==> config.mk <==
export PLATFORM = sky130hd
export DESIGN_NAME = flash_status_guard
export DESIGN_NICKNAME = d
export VERILOG_FILES = /design/src/rtl/flash_status_guard.sv
export SDC_FILE = /design/constraint.sdc
export NUM_CORES = 1
export LEC_CHECK = 0
export ABC_AREA = 1
export BUFFER_PORTS_ARGS = -buffer_cell sky130_fd_sc_hd__buf_2
export CAP_MARGIN = 20
export CORE_MARGIN = 5
export CORE_UTILIZATION = 30
export CTS_BUF_LIST = sky130_fd_sc_hd__clkbuf_8
export DETAILED_ROUTE_END_ITERATION = 16
export PLACE_DENSITY = 0.78
export SYNTH_ARGS = -nofsm -noshare
export SYNTH_HDL_FRONTEND = slang
export SYNTH_SLANG_ARGS = --single-unit
==> constraint.sdc <==
create_clock -name clk -period 1.5 [get_ports clk]
set_input_delay 0.375 -clock clk [delete_from_list [all_inputs] [get_ports clk]]
set_output_delay 0.375 -clock clk [all_outputs]
set_load 0.005 [all_outputs]
==> src/rtl/flash_status_guard.sv <==
module flash_status_guard #(
  parameter int ADDR_W   = 20,
  parameter int NUM_DONE = 7
) (
  input  logic              clk,
  input  logic              rst_n,
  input  logic              cmd_wren,
  input  logic              cmd_wrdi,
  input  logic              cmd_wrsr,
  input  logic [7:0]        wrsr_data,
  input  logic              cmd_sid_lock,
  input  logic [NUM_DONE-1:0] done_vec,
  input  logic              busy_in,
  input  logic              aai_in,
  input  logic              wp_n,
  input  logic [ADDR_W-1:0] addr,
  output logic [7:0]        status,
  output logic              wr_ok,
  output logic              chip_erase_ok,
  output logic              sid_wr_ok
);

  localparam logic [ADDR_W-1:0] ALL1   = {ADDR_W{1'b1}};
  localparam logic [ADDR_W-1:0] LOW_16 = ALL1 >> 4;
  localparam logic [ADDR_W-1:0] LOW_8  = ALL1 >> 3;
  localparam logic [ADDR_W-1:0] LOW_4  = ALL1 >> 2;
  localparam logic [ADDR_W-1:0] LOW_2  = ALL1 >> 1;

  logic       wel_q, sec_q, lock_q;
  logic [2:0] prot_q;
  logic       in_prot;

  wire wel_clr   = cmd_wrdi | cmd_wrsr | (|done_vec);
  wire prot_load = cmd_wrsr & wel_q & (wp_n | ~lock_q);
  wire can_go    = wel_q & ~busy_in;

  always_ff @(posedge clk or negedge rst_n) begin
    if (!rst_n) begin
      wel_q  <= 1'b0;
      sec_q  <= 1'b0;
      lock_q <= 1'b0;
      prot_q <= 3'b111;
    end else begin
      if (wel_clr)                 wel_q <= 1'b0;
      else if (cmd_wren && !busy_in) wel_q <= 1'b1;
      if (cmd_sid_lock) sec_q <= 1'b1;
      if (prot_load) begin
        prot_q <= wrsr_data[4:2];
        lock_q <= wrsr_data[7];
      end
    end
  end

  always_comb begin
    case (prot_q)
      3'd0:    in_prot = 1'b0;
      3'd1:    in_prot = &(addr | LOW_16);
      3'd2:    in_prot = &(addr | LOW_8);
      3'd3:    in_prot = &(addr | LOW_4);
      3'd4:    in_prot = &(addr | LOW_2);
      default: in_prot = 1'b1;
    endcase
  end

  assign status        = {lock_q, aai_in, sec_q, prot_q, wel_q, busy_in};
  assign wr_ok         = can_go & ~in_prot;
  assign chip_erase_ok = can_go & (prot_q == 3'd0);
  assign sid_wr_ok     = can_go & ~sec_q;

endmodule


== After elaboration in Yosys (flattened, before gate mapping) ==
Cells that the tools add are included.

* Bits of input ports: 44
* Bits in latches: 0
* Memories kept: 0
* RAM bits: 0
* Bits in registers: 6
* Output and inout port bits: 11
* Memory bits (read-only): 0
* Logic and storage cells: 32

* Reductions and logical operators: 8
* Equal/unequal tests: 4
* $add $sub $neg: 0
* Bitwise gates (word level): 13
* Div/mod/pow operators: 0
* $mul: 0
* Mux-type cells: 3
* Shift operators: 0
* $lt $le $gt $ge: 0

{| class="wikitable"
|+ Operators by type and width
! cell !! count
|-
| 7-bit OR reduction || 1
|-
| 1-bit AND || 6
|-
| 3-bit by 2-bit equality test with 1-bit output (second input constant) || 2
|-
| 1-bit case mux with 5 select lines || 1
|-
| 1-bit inverter || 4
|-
| 4-bit AND reduction || 1
|-
| 3-bit by 1-bit equality test with 1-bit output (second input constant) || 1
|-
| 3-bit equality test (second input constant) || 1
|-
| 3-bit zero test || 1
|-
| 1-bit bitwise OR || 3
|-
| 3-bit AND reduction || 1
|-
| 1-bit two-way mux || 2
|-
| 2-bit AND reduction || 1
|-
| 2-bit nonzero test || 1
|-
| 1-bit logical AND || 1
|-
| 1-bit zero test || 1
|}

== Longest topological paths before layout ==
* Depth in word-level cells: 4
* Gate-level depth with buffers: 5
* Depth with buffers taken out: 5

== Worst setup path before layout ==
OpenSTA, ideal clock, no wires.

* Path type: register to output
* From: reg prot_q[0]
* To: out wr_ok
* Required time: 1.125 ns
* Buffers on the path: 0
* Path slack: 0.277 ns
* Cell stages (with the launch flop): 6
* Arrival: 0.848 ns
* Cell sequence: dfstp_2 -> inv_1 -> nand2_1 -> nand3_1 -> nor2_1 -> nor2_1

* Cells in the longest elaborated chain, start to end: 4
* Elaborated cells between the ends (all ways): 8

{| class="wikitable"
|+ Ends and longest elaborated chain
! what !! RTL line !! RTL
|-
| from (decl) || 30 || <nowiki>logic [2:0] prot_q;</nowiki>
|-
| from (signal assigned) || 48 || <nowiki>prot_q <= wrsr_data[4:2];</nowiki>
|-
| 3-bit equality test (tied with other cells) || 55 || <nowiki>case (prot_q)</nowiki>
|-
| 1-bit case mux with 5 select lines * || 55 ||
|-
| 1-bit inverter * || 66 || <nowiki>assign wr_ok = can_go & ~in_prot;</nowiki>
|-
| 1-bit AND * || 66 ||
|-
| to (decl) || 18 || <nowiki>output logic wr_ok,</nowiki>
|}

Mark *: on every way between the ends. The rest lies on a longest branch, timed or not.

== Worst setup path in the final report ==
Ends and elaborated chain as after synthesis.

==> results.md <==
- CTS tree: built
- Critical Path Source: prot_q[0]$_DFFE_PN1P_
- Seq cells post-synth: 6
- Final critical-path share of the clock period: 102%
- Effective utilization at floorplan: 30.9%
- Part of the Yosys area used for sequential elements: 39.3%
- GRT Residual Overflow: 0
- Total standard cell area after synthesis: 392 um2
- Number of core rows: 13
- Final Hold Vio Count: 0
- Total length of routed wires: 1030 um
- CP cell instances: inv_2 > nand2_2 > nand3_2 > nor2_2 > nor2_1 > buf_2
- Critical path endpoint category: output pin
- Wire length per cell: 9.70 um
- Crit Reg-Reg Endpoint: prot_q[0]$_DFFE_PN1P_
- Largest clock skew in the final design: 5.11 ps
- Cell count of the worst reg-to-reg path: 6
- Launch point of the worst reg-to-reg path: wel_q$_DFFE_PN0P_
- Maximum operating frequency: 0.651 GHz
- Via count of the first global-routing pass: 367
- Clock period minus worst slack: 1540 ps
- Ratio of cells with drive above 1 in the final layout: 56.0%
- R2R setup slack: 520 ps
- DR DRC count: 0
- Top library cells by usage in the layout, fill and taps aside: 32 x sky130_fd_sc_hd__buf_2, 10 x sky130_fd_sc_hd__inv_1, 10 x sky130_fd_sc_hd__nor2_1, 8 x sky130_fd_sc_hd__nand2_1, 4 x sky130_fd_sc_hd__o21ai_0
- Failing checks: negative setup slack
- Leading cell type in the layout, fill and taps excluded: sky130_fd_sc_hd__buf_2
- Antenna-violating nets left: 0
- Setup WS pre-CTS: 133 ps
- Number of antenna violations at the first check in global routing: 0
- Max-capacitance violation count: 0
- I/O pin cnt: 55
- Placeable core region: 1270 um2
- Max-Slew Margin vs Limit: 87.0%
- Library cell used as clock root buffer: sky130_fd_sc_hd__clkbuf_8
- Cell type group with the largest total delay on the critical path: flip-flops
- Die Ht: 46.1 um
- Htree depth: 1
- Last weighted congestion value of the routability-driven placer: 0.734
- Number of iterations in the first detailed-routing pass: 4
- Clock sink total: 6
- Slowest cell on the critical path: sky130_fd_sc_hd__dfstp_2
- First DRT Iteration DRCs: 1
- Max FO, Critical Path: 3
- Mean instance size in the synthesized netlist: 6.99 um2
- Buffers on Ports: 32
- Final Slew Violations: 0
- Clock latency on the worst-skew pair: 220 ps
- Largest net degree at the start of global routing: 8
- DP HPWL: 825 um
- Fin area: 632 um2
- Critical path arrival: 1160 ps
- Required @ worst endpoint: 1120 ps
- Die Width: 46.1 um
- Syn_nets: 100
- Total power density per cell area: 734 nW/um2
- Maximum VDD drop: 0.000405 V
- Vias per Instance: 3.85
- Setup repair after global routing missed its margin: yes
- Critical setup path kind: reg2out
- Setup ws final: -37.0 ps
- Count of nets after finishing: 136
- Vias: 408
- Cell depth of the worst setup path: 6
- Buffer depth of the longest clock path: 2
- Total clock buffers created by CTS: 3
- Setup Total Neg Slack: -42.7 ps
- Post-Synthesis Cells: 56
- Lkg Pwr: 0.000349 uW
- Clock-pin slew on the worst setup and hold paths: 30 ps
- Synth-to-layout area growth: 61.3%
- Global-route wire length before repair: 1500 um
- Worst path bufs/invs: 2
- Final setup viols: 2
- Status: complete, but fails checks
- Die footprint: 2130 um2
- Slew of the pin with the lowest slew margin: 194 ps
- Slowest cell delay on critical path: 530 ps
- Sort of element at the start of the critical path: register
- Total cell area at the placement stage: 533 um2
- End point of the critical path: wr_ok
- Number of diodes added for antenna fixing: 0
- Hold WC Path Type: in2reg
- Gr usage total: 10.3%
- Count of different cell masters after synthesis: 14
- Synthesis Warnings: 0
flip-flops by register name (all words and copies together), names as in the netlist:
| register | flops |
|---|---|
| lock_q | 1 |
| prot_q | 3 |
| sec_q | 1 |
| wel_q | 1 |
synth_stat cells, drive strengths merged:
master  count  area share, %
nand3       2            2.6
nor3        2            2.6
a21oi       1            1.3
o21ai       5            9.3
nand3b      1            1.9
dfrtp       3             19
inv        11             11
buf         5            9.6
or2         1            1.6
nand2      10            9.6
nor2       11             11
clkinv      1            1.3
dfstp       3             20
where the power goes:
part / switching (uW) / internal [uW] / total, uW
registers: 0.935 / 165 / 166
clock network: 70.5 / 176 / 246
logic: 21.6 / 30.3 / 51.9
total: 93.1 / 371 / 464
stage by stage:
step / hold WS (ps) / utilization (%) / total power (uW) / cells
6_report: 350 / 49.8 / 464 / 106
5_1_grt: 355 / 49.8 / 490 / 106
4_1_cts: 349 / 47.7 / 471 / 105
3_5_place_dp: 204 / 42.0 / 214 / 98
3_3_place_gp: 197 / 42.0 / 213 / 98
2_1_floorplan: 79.4 / - / 183 / 56
layer usage:
metal	up-vias	part of all wire [%]	GRT usage, %
met5	-	0	0
met4	0	0	6.82
met3	0	9.5	2.73
met2	14	51	17.3
met1	161	39	11.1
li1	233	-	-
layout make-up:
type / instances / area, um2
Clock buffer: 3 / 41.3
Clock inverter: 1 / 3.75
Fill cell: 128 / 637
Inverter: 12 / 46.3
Multi-Input combinational cell: 33 / 171
Sequential cell: 6 / 154
Tap cell: 15 / 18.8
Timing Repair Buffer: 36 / 196
cell families after synthesis:
logic type	share of synthesized area, %
buffers and inverters	21.4
flip-flops	39.3
AO/OA/AOI/OAI	10.5
AND/OR/NAND/NOR	28.8
timing repair:
item	CTS	global route
hold endpoints to repair	3	0
hold buffers	1	0
pin swaps	2	4
resized for setup	2	6
endpoints found under the setup margin	1	2
setup buffers	2	1
worst min-delay path by stage:
| stage | slack (ps) | cells after the start | endpoint | from |
|---|---|---|---|---|
| floorplan | 80 | 0 | lock_q$_DFFE_PN0P_ | rst_n |
| global placement | 200 | 1 | wel_q$_DFFE_PN0P_ | rst_n |
| detailed placement | 200 | 1 | wel_q$_DFFE_PN0P_ | rst_n |
| CTS | 350 | 2 | sec_q$_DFFE_PN0P_ | cmd_sid_lock |
| global route | 350 | 2 | sec_q$_DFFE_PN0P_ | cmd_sid_lock |
| finish | 350 | 2 | sec_q$_DFFE_PN0P_ | cmd_sid_lock |
No activity file was read; power rests on OpenSTA's default activity.
